## config.mk

```make
export PLATFORM = sky130hd
export DESIGN_NAME = xtalk_bus_rx
export DESIGN_NICKNAME = d
export VERILOG_FILES = /design/src/rtl/xbr_pkg.sv /design/src/rtl/xbr_lane_tap.sv /design/src/rtl/xbr_slot.sv /design/src/rtl/xtalk_bus_rx.sv
export SDC_FILE = /design/constraint.sdc
export NUM_CORES = 1
export LEC_CHECK = 0
export CAP_MARGIN = 15
export CORE_AREA = 2 2 117 119
export CTS_CLUSTER_DIAMETER = 100
export DETAILED_ROUTE_END_ITERATION = 8
export DIE_AREA = 0 0 119 121
export PLACE_DENSITY_LB_ADDON = 0.2
export SYNTH_ARGS = -nofsm -noshare
export SYNTH_HDL_FRONTEND = slang
export SYNTH_SLANG_ARGS = --single-unit
```

## constraint.sdc

```tcl
create_clock -name clk -period 1.9 [get_ports clk]
set_input_delay 0.57 -clock clk [delete_from_list [all_inputs] [get_ports clk]]
set_output_delay 0.57 -clock clk [all_outputs]
set_load 0.005 [all_outputs]
```

## src/rtl/xbr_pkg.sv

```systemverilog
package xbr_pkg;

   // Separator pair code for lanes that carry two separator wires
   typedef enum logic [1:0] {
      SEP_IDLE = 2'b00,
      SEP_LOW  = 2'b01,
      SEP_REAL = 2'b10,
      SEP_BOTH = 2'b11
   } sep_code_e;

   // Lowest data wire of lane k; lane 0 sits at the top of the bus
   function automatic int unsigned lane_data_lsb(input int unsigned lanes,
                                                 input int unsigned seg_w,
                                                 input int unsigned k);
      return (lanes - 1 - k) * (seg_w + 2) + 1;
   endfunction

   // Lowest bit of lane k inside the output line
   function automatic int unsigned lane_line_lsb(input int unsigned lanes,
                                                 input int unsigned seg_w,
                                                 input int unsigned k);
      return (lanes - 1 - k) * seg_w;
   endfunction

endpackage

```

## src/rtl/xbr_lane_tap.sv

```systemverilog
module xbr_lane_tap #(
   parameter int unsigned SEG_W = 32,
   parameter int unsigned SEP_W = 2
) (
   input  logic [SEG_W+SEP_W-1:0] wires_i,
   output logic [SEG_W-1:0]       seg_o,
   output logic                   real_o
);
   import xbr_pkg::*;

   assign seg_o = wires_i[SEG_W+SEP_W-1 -: SEG_W];

   generate
      if (SEP_W == 2) begin : g_pair
         sep_code_e code;
         assign code   = sep_code_e'(wires_i[1:0]);
         assign real_o = (code == SEP_REAL);
      end else if (SEP_W == 1) begin : g_single
         assign real_o = wires_i[0];
      end else begin : g_bad
         $error("xbr_lane_tap: SEP_W must be 1 or 2");
      end
   endgenerate

endmodule

```

## src/rtl/xbr_slot.sv

```systemverilog
module xbr_slot #(
   parameter int unsigned SEG_W = 32
) (
   input  logic             clk,
   input  logic             rst_n,
   input  logic [SEG_W-1:0] seg_i,
   input  logic             real_i,
   input  logic             pop_i,
   output logic [SEG_W-1:0] slot_o,
   output logic             rcvd_o,
   output logic             dup_o
);
   logic [SEG_W-1:0] slot_q;
   logic             rcvd_q;
   logic             take;

   assign take  = real_i & (~rcvd_q | pop_i);
   assign dup_o = real_i & rcvd_q & ~pop_i;

   always_ff @(posedge clk or negedge rst_n) begin
      if (!rst_n) begin
         slot_q <= '0;
         rcvd_q <= 1'b0;
      end else if (take) begin
         slot_q <= seg_i;
         rcvd_q <= 1'b1;
      end else if (pop_i) begin
         rcvd_q <= 1'b0;
      end
   end

   assign slot_o = slot_q;
   assign rcvd_o = rcvd_q;

   AST_IDLE_KEEPS_SLOT: assert property (@(posedge clk) disable iff (!rst_n)
      !real_i |=> $stable(slot_o));
   AST_IDLE_NO_MARK: assert property (@(posedge clk) disable iff (!rst_n)
      (!real_i && !rcvd_o) |=> !rcvd_o);
   AST_POP_CLEARS_MARK: assert property (@(posedge clk) disable iff (!rst_n)
      (pop_i && !real_i) |=> !rcvd_o);
   AST_DUP_DROPPED: assert property (@(posedge clk) disable iff (!rst_n)
      dup_o |=> $stable(slot_o));

endmodule

```

## src/rtl/xtalk_bus_rx.sv

```systemverilog
module xtalk_bus_rx #(
   parameter int unsigned LANES = 4,
   parameter int unsigned SEG_W = 32
) (
   input  logic                         clk,
   input  logic                         rst_n,
   input  logic [LANES*(SEG_W+2)-2:0]   bus_i,
   output logic [LANES*SEG_W-1:0]       line_o,
   output logic                         line_valid_o,
   input  logic                         line_ready_i,
   output logic                         proto_err_o
);
   import xbr_pkg::*;

   localparam int unsigned BUS_W  = LANES * (SEG_W + 2) - 1;
   localparam int unsigned LINE_W = LANES * SEG_W;

   generate
      if (LANES < 1) begin : g_chk_lanes
         $error("xtalk_bus_rx: LANES must be at least 1");
      end
      if (SEG_W < 2) begin : g_chk_seg
         $error("xtalk_bus_rx: SEG_W must be at least 2");
      end
      if (BUS_W != $bits(bus_i) || LINE_W != $bits(line_o)) begin : g_chk_w
         $error("xtalk_bus_rx: derived widths do not match ports");
      end
   endgenerate

   logic [LANES-1:0][SEG_W-1:0] seg;
   logic [LANES-1:0][SEG_W-1:0] slot_q;
   logic [LANES-1:0]            seg_real;
   logic [LANES-1:0]            rcvd;
   logic [LANES-1:0]            dup;
   logic                        pop;
   logic                        err_q;

   assign line_valid_o = &rcvd;
   assign pop          = line_valid_o & line_ready_i;

   for (genvar k = 0; k < LANES; k++) begin : g_lane
      localparam int unsigned DL   = lane_data_lsb(LANES, SEG_W, k);
      localparam int unsigned LL   = lane_line_lsb(LANES, SEG_W, k);
      localparam int unsigned SEPW = (k == LANES - 1) ? 1 : 2;

      xbr_lane_tap #(.SEG_W(SEG_W), .SEP_W(SEPW)) u_tap (
         .wires_i (bus_i[DL+SEG_W-1 : DL-SEPW]),
         .seg_o   (seg[k]),
         .real_o  (seg_real[k])
      );

      xbr_slot #(.SEG_W(SEG_W)) u_slot (
         .clk    (clk),
         .rst_n  (rst_n),
         .seg_i  (seg[k]),
         .real_i (seg_real[k]),
         .pop_i  (pop),
         .slot_o (slot_q[k]),
         .rcvd_o (rcvd[k]),
         .dup_o  (dup[k])
      );

      assign line_o[LL +: SEG_W] = slot_q[k];
   end

   always_ff @(posedge clk or negedge rst_n) begin
      if (!rst_n)    err_q <= 1'b0;
      else if (|dup) err_q <= 1'b1;
   end

   assign proto_err_o = err_q;

   AST_ERR_STICKY: assert property (@(posedge clk) disable iff (!rst_n)
      proto_err_o |=> proto_err_o);
   AST_DUP_RAISES_ERR: assert property (@(posedge clk) disable iff (!rst_n)
      (|dup) |=> proto_err_o);
   AST_STALL_HOLDS: assert property (@(posedge clk) disable iff (!rst_n)
      (line_valid_o && !line_ready_i) |=> (line_valid_o && $stable(line_o)));

endmodule

```

==> results of run 1 <==
## per-layer routing
layer	global-route usage [%]	vias to the layer above	routed length, microns
met1	19.9	1743	4770
met5	0	-	0
met4	9.38	0	402
met2	31.8	173	6740
met3	8.93	26	1300
li1	-	1649	-
## cell usage in the layout (no fill, tap or decap), types with 5 or more instances in the layout
cell type / count
mux2_2: 121
dlymetal6s2s_1: 28
nand2_1: 8
clkinv_2: 5
clkdlybuf4s50_1: 233
mux2_1: 7
buf_4: 9
dfrtp_1: 133
buf_12: 7
dlygate4sd2_1: 5
clkbuf_16: 19
## registers in the layout (all words and copies together), names as in the netlist
| signal | cells |
|---|---|
| g_lane.u_slot.slot_o | 128 |
| g_lane.u_slot.rcvd_o | 4 |
| proto_err_o | 1 |
## power by group
group | internal, mW | switching (mW)
logic | 3.87 | 1.67
clock network | 1.83 | 1.09
registers | 4.27 | 0.709
## stage by stage
| stage | utilization (%) | setup slack (ns) | hold slack (ns) | area (sq um) | setup TNS [ns] |
|---|---|---|---|---|---|
| floorplan | - | 0.316 | 0.274 | 5040 | 0 |
| global placement | 61.5 | -0.335 | 0.466 | 8050 | -40.16 |
| detailed placement | 61.5 | -0.394 | 0.475 | 8050 | -45.86 |
| CTS | 65.5 | 0.00366 | 0.0881 | 8570 | 0 |
| global route | 66.5 | 0.0000578 | 0.105 | 8700 | 0 |
| finish | 66.5 | 0.0420 | 0.0909 | 8700 | 0 |
## kinds of logic after synthesis
logic type,synth area share (%)
flip-flops,66.0
multiplexers,28.6
AND/OR/NAND/NOR,1.93
buffers and inverters,2.16
AO/OA/AOI/OAI,1.34
## path summary, 6_finish.rpt
kind / start / slack, ns / to / cells past startpoint
worst max-delay path: g_lane[2].u_slot.slot_o[15] / 0.04 / line_o[47] / 1
worst min-delay path: rst_n / 0.09 / g_lane[2].u_slot.slot_o[8] / 1
worst max register to register: g_lane[1].u_slot.rcvd_o / 0.15 / g_lane[3].u_slot.slot_o[20] / 5
worst min register to register: g_lane[2].u_slot.slot_o[6] / 0.49 / g_lane[2].u_slot.slot_o[6] / 1
max in group asynchronous: rst_n / 1.21 / g_lane[3].u_slot.slot_o[23] / 2
min in group clk: g_lane[2].u_slot.slot_o[6] / 0.49 / g_lane[2].u_slot.slot_o[6] / 1
## layout make-up
type / instances / share of cell area [%]
well taps: 176 / 2.53
multi-input cells: 155 / 18.8
repair buffers: 284 / 34.3
clock buffers: 23 / 5.38
clock inverters: 6 / 0.633
inverters: 1 / 0.0432
flip-flops and latches: 133 / 38.3
## what timing repair did
| item | 4_1_cts | 5_1_grt |
|---|---|---|
| gates cloned | 0 | 2 |
| gates resized for setup | 5 | 28 |
| endpoints found under the setup margin | 5 | 60 |
| buffers inserted | 0 | 1 |
| pin swaps | 0 | 2 |
==> metrics.md, run 1 <==
| Metric | Value |
|---|---|
| Status | complete, no violations |
| Crit end category | output pin |
| Synth cell types | 18 |
| Startpoint Class | flop |
| Cell with the most instances after synthesis | dfrtp_1 |
| Setup violators final | 0 |
| WP data arrival | 1.29 ns |
| Drt wl/cell | 17.0 microns |
| Power per cell area | 1550 nW/um^2 |
| Starting DRT DRC Count | 101 |
| Seq cells post-synth | 133 |
| Vias in the first global route | 4012 |
| Via count | 3591 |
| Vias per cell | 4.62 |
| Worst Path Required | 1.33 ns |
| Detailed-route wire length | 13.2 mm |
| CP Class | reg2out |
| Final Skew | 0.00774 ns |
| Worst path slowest cell | clkdlybuf4s50_1 |
| Clock transition at path regs | 0.05 ns |
| # diodes | 0 |
| Synth top area cells | dfrtp_1, mux2_2, buf_4, mux2_1, nand2_1 |
| Static Leak | 3.82 nW |
| Max FO, Critical Path | 2 |
| Routability cong. | 0.813 |
| Final Power | 13.4 mW |
| Final Critical Period | 1.86 ns |
| Worst skew pair latency | 0.41 ns |
| Total Routing Usage GR | 18.9% |
| Synth Flop Type | dfrtp_1 |
| Tcrit/Tclk final | 97.8% |
| Layout cells sized above 1 | 27.9% |
| Largest net degree at the start of global routing | 44 |
| Hpwl dp | 9.66 mm |
| Commonest cells in the netlist | dfrtp_1, mux2_2, buf_4 |
| RSZ-0062 raised after global routing | no |
| Number of synthesized flops with an enable pin | 0 |
| Synthesized netlist cell count | 304 |
| Routed Antenna Nets | 0 |
| Syn Area/Cell | 16.6 sq um |
| Slew @ Worst Pin | 0.423 ns |
| CP max stage delay | 0.51 ns |
| Max Cap Viol | 0 |
| Share of Yosys cell area claimed by the top area cell type | 66.0% |
| Max IR drop VDD | 0.790 mV |
| Placed cells | 746 |
| Delay-heaviest family, CP | buffers and inverters |
| Filler cells | 979 |
| Hold WC Path Type | in2async |
| Number of remaining DRC errors | 0 |
| Die Width | 119 microns |
| Final Hold Vio Count | 0 |
| Initial antenna violation count | 0 |
| GRT overflow | 0 |
| First-pass GRT wire length | 20.7 mm |
| Post-Synthesis Net Count | 442 |
| IO Port Bufs | 267 |
| Sequential Area | 3330 sq um |
| WP buf/inv | 1 |
| Post-synthesis cell area | 5040 sq um |
| Area leader, netlist | dfrtp_1 |
| CTS Hold Bufs | 0 |
| Fin. max-slew vios | 0 |
| CTS max path bufs | 2 |
| Die area | 14400 sq um |
| Core box area | 13100 sq um |
| DR pass1 iterations | 2 |
| Nets | 730 |
| CP Cell Sequence | clkdlybuf4s50_1 |
| CTS sink cnt | 133 |
| Root Driver | clkbuf_16 |
| Area of the multi-input gates | 1640 sq um |
| Slew headroom | 71.8% |
| Starting density of the core | 38.5% |
| CTS tree | built |
| Syn-to-layout area delta | 72.4% |
| H-tree depth | 4 |
| Yosys warning count | 0 |
| F_max | 538 MHz |
| Post-synth ARST share | 100% |
| Total CTS buffers | 17 |
| Cell Count, Final, Fillers Out | 778 |
| # rows | 42 |
| Sequential-to-total area share from yosys stat | 66.0% |
| I/O pins | 268 |
| Die height | 121 microns |
No activity file was read; power rests on OpenSTA's default activity.
==> inputs of run 2 (changes only) <==
PLACE_DENSITY_LB_ADDON = 0.25   (was 0.2)
==> run 2 against run 1 <==
Effect of this change: non-clock buffer count rose by 1; power down 0.44%; clock skew down 0.0021 ns; setup slack better by 0.0098 ns; utilization shrank 0.34 points; via count is 0.86% higher; wire length down 0.98%; register-to-register slack better by 0.04 ns; critical endpoint is now line_o[103]; highest routed layer unchanged.
==> metrics.md, run 2 (same netlist as run 1, synthesis figures left out) <==
| Metric | Value |
|---|---|
| Status | complete, no violations (unchanged) |
| Worst path slowest cell | clkdlybuf4s50_1 (unchanged) |
| # rows | 42 (unchanged) |
| Number of remaining DRC errors | 0 (unchanged) |
| Max IR drop VDD | 0.912 mV (was 0.790 mV) |
| Starting density of the core | 38.5% (unchanged) |
| Reg2reg end | g_lane[0].u_slot.slot_o[4] (was g_lane[3].u_slot.slot_o[20]) |
| CTS tree | built (unchanged) |
| Final instance area | 8650 sq um (was 8700 sq um) |
| Routed Antenna Nets | 0 (unchanged) |
| Clock power frac | 21.0% (was 21.7%) |
| Min-Delay Endpoint | g_lane[1].u_slot.slot_o[20] |
| Post-route setup TNS | 0 ns (unchanged) |
| Final core occ | 66.1% (was 66.5%) |
| Routed wl met2 | 6.71 mm (was 6.74 mm) |
| Hpwl dp | 9.57 mm (was 9.66 mm) |
| Slew @ Worst Pin | 0.393 ns (was 0.423 ns) |
| Worst Path Required | 1.33 ns (about the same) |
| Final Power | 13.4 mW (about the same) |
| # diodes | 0 (unchanged) |
| Metal-1 WL | 4.75 mm (was 4.77 mm) |
| Vias in the first global route | 3968 (was 4012) |
| Detailed-route wire length | 13.1 mm (was 13.2 mm) |
| R2R setup slack | 0.19 ns (was 0.15 ns) |
| CTS max path bufs | 2 (unchanged) |
| Most common cell after layout, fill and taps aside | clkdlybuf4s50_1 (unchanged) |
| Met3 WL | 1.37 mm (was 1.30 mm) |
| Initial antenna violation count | 0 (unchanged) |
| CP max stage delay | 0.52 ns (was 0.51 ns) |
| Reg2Reg Depth | 6 (was 5) |
| Clock transition at path regs | 0.05 ns (about the same) |
| Core box area | 13100 sq um (unchanged) |
| Worst skew pair latency | 0.40 ns (was 0.41 ns) |
| CP Cell Sequence | clkdlybuf4s50_1 (unchanged) |
| Max Cap Viol | 0 (unchanged) |
| Reg2reg start | g_lane[1].u_slot.rcvd_o (unchanged) |
| Max reg flops | 128 (unchanged) |
| Total CTS buffers | 17 (unchanged) |
| Crit end category | output pin (unchanged) |
| Vias per cell | 4.64 (was 4.62) |
| Die height | 121 microns (unchanged) |
| Dpl ws | -0.390 ns (was -0.394 ns) |
| H-tree depth | 4 (unchanged) |
| Max FO, Critical Path | 2 (unchanged) |
| Setup violators final | 0 (unchanged) |
| Final setup margin | 0.0518 ns (was 0.0420 ns) |
| Drt wl/cell | 16.8 microns (was 17.0 microns) |
| Max Used Layer | met4 (unchanged) |
| WP data arrival | 1.28 ns (was 1.29 ns) |
| Hold WC Path Type | reg2reg (was in2async) |
| WP buf/inv | 1 (unchanged) |
| Largest net degree at the start of global routing | 73 (was 44) |
| Starting DRT DRC Count | 121 (was 101) |
| Syn-to-layout area delta | 71.5% (was 72.4%) |
| Total Routing Usage GR | 18.5% (was 18.9%) |
| Sw Pwr | 3.50 mW (was 3.47 mW) |
| Switching part of the total | 26.1% (was 25.8%) |
| Seq pwr share | 37.3% (was 37.1%) |
| CP Class | reg2out (unchanged) |
| Die area | 14400 sq um (unchanged) |
| Delay-heaviest family, CP | buffers and inverters (unchanged) |
| WHS Path Cells | 1 |
| Final Hold Vio Count | 0 (unchanged) |
| Final Critical Period | 1.85 ns (was 1.86 ns) |
| DR pass1 iterations | 4 (was 2) |
| Slew headroom | 73.8% (was 71.8%) |
| CTS sink cnt | 133 (unchanged) |
| Via count | 3622 (was 3591) |
| First-pass GRT wire length | 20.4 mm (was 20.7 mm) |
| Cell Count, Final, Fillers Out | 780 (was 778) |
| Hold_sp | g_lane[1].u_slot.slot_o[20] |
| Root Driver | clkbuf_16 (unchanged) |
| Placed cells | 746 (unchanged) |
| Dpl cell area | 8050 sq um (unchanged) |
| Tcrit/Tclk final | 97.3% (was 97.8%) |
| Hold slack | 0.482 ns (was 0.0909 ns) |
| Routability cong. | 0.749 (was 0.813) |
| Power per cell area | 1550 nW/um^2 (about the same) |
| Startpoint Class | flop (unchanged) |
| Static Leak | 3.71 nW (was 3.82 nW) |
| Comb power frac | 41.7% (was 41.2%) |
| I/O pins | 268 (unchanged) |
| Commonest non-fill, non-tap cells in the layout | clkdlybuf4s50_1, dfrtp_1, mux2_2 (unchanged) |
| Nets | 731 (was 730) |
| GRT overflow | 0 (unchanged) |
| F_max | 541 MHz (was 538 MHz) |
| Die Width | 119 microns (unchanged) |
| Layout cells sized above 1 | 27.6% (was 27.9%) |
| Power Internal | 9.89 mW (was 9.97 mW) |
| Final Skew | 0.00567 ns (was 0.00774 ns) |
| Crit path from | g_lane[0].u_slot.slot_o[7] (was g_lane[2].u_slot.slot_o[15]) |
| IO Port Bufs | 267 (unchanged) |
| Fin. max-slew vios | 0 (unchanged) |
## run 2: changes by cell type in the layout (fill, tap and decap cells not counted), moves of 2 or more
cell,change
dlymetal6s2s_1,-9
clkbuf_1,+2
dlygate4sd2_1,-4
clkdlybuf4s50_1,+13
## run 2: layer usage
layer	up-vias	track usage (%)
li1	1652	-
met1	1774	19.7
met2	179	31.1
met3	17	9.54
met4	0	7.22
met5	-	0
## run 2: how the worst max path moves through the flow
| stage | endpoint | slack, ns | depth (start not counted) |
|---|---|---|---|
| CTS | line_o[42] | 0.005 | 1 |
| detailed placement | g_lane[3].u_slot.slot_o[3] | -0.39 | 5 |
| floorplan | g_lane[2].u_slot.slot_o[10] | 0.32 | 4 |
| global placement | g_lane[3].u_slot.slot_o[12] | -0.33 | 5 |
| global route | line_o[112] | -0.002 | 1 |
| finish | line_o[103] | 0.05 | 1 |
## run 2: worst register-to-register path, stage by stage (launching register included)
cell and delay [ns]:
dfrtp_1 0.34, buf_4 0.13, buf_4 0.13, nand4_1 0.17
a21oi_4 0.25, clkbuf_16 0.23, mux2_2 0.34
## run 2: repair_timing
action / CTS / global route
hold endpoints to repair: 1 / 0
gates resized for setup: 1 / 19
endpoints found under the setup margin: 1 / 127
hold buffers: 1 / 0
setup buffers: 1 / 1
cloned: 0 / 1
pin swaps: 0 / 2
## run 2: final cells by class
cell class	count	area, sq um
clock inverters	5	27.5
inverters	1	3.75
well taps	176	220
flip-flops and latches	133	3330
fillers	939	4430
multi-input cells	155	1640
repair buffers	285	2960
clock buffers	25	475
## run 2: power by group through the flow
stage	clock [mW]	combinational, mW	sequential (mW)
global placement	0	5.55	4.97
finish	2.82	5.58	4.99
CTS	2.89	5.70	5.02
detailed placement	0	5.65	5.05
floorplan	0	1.81	5.10
global route	3.05	5.95	5.18
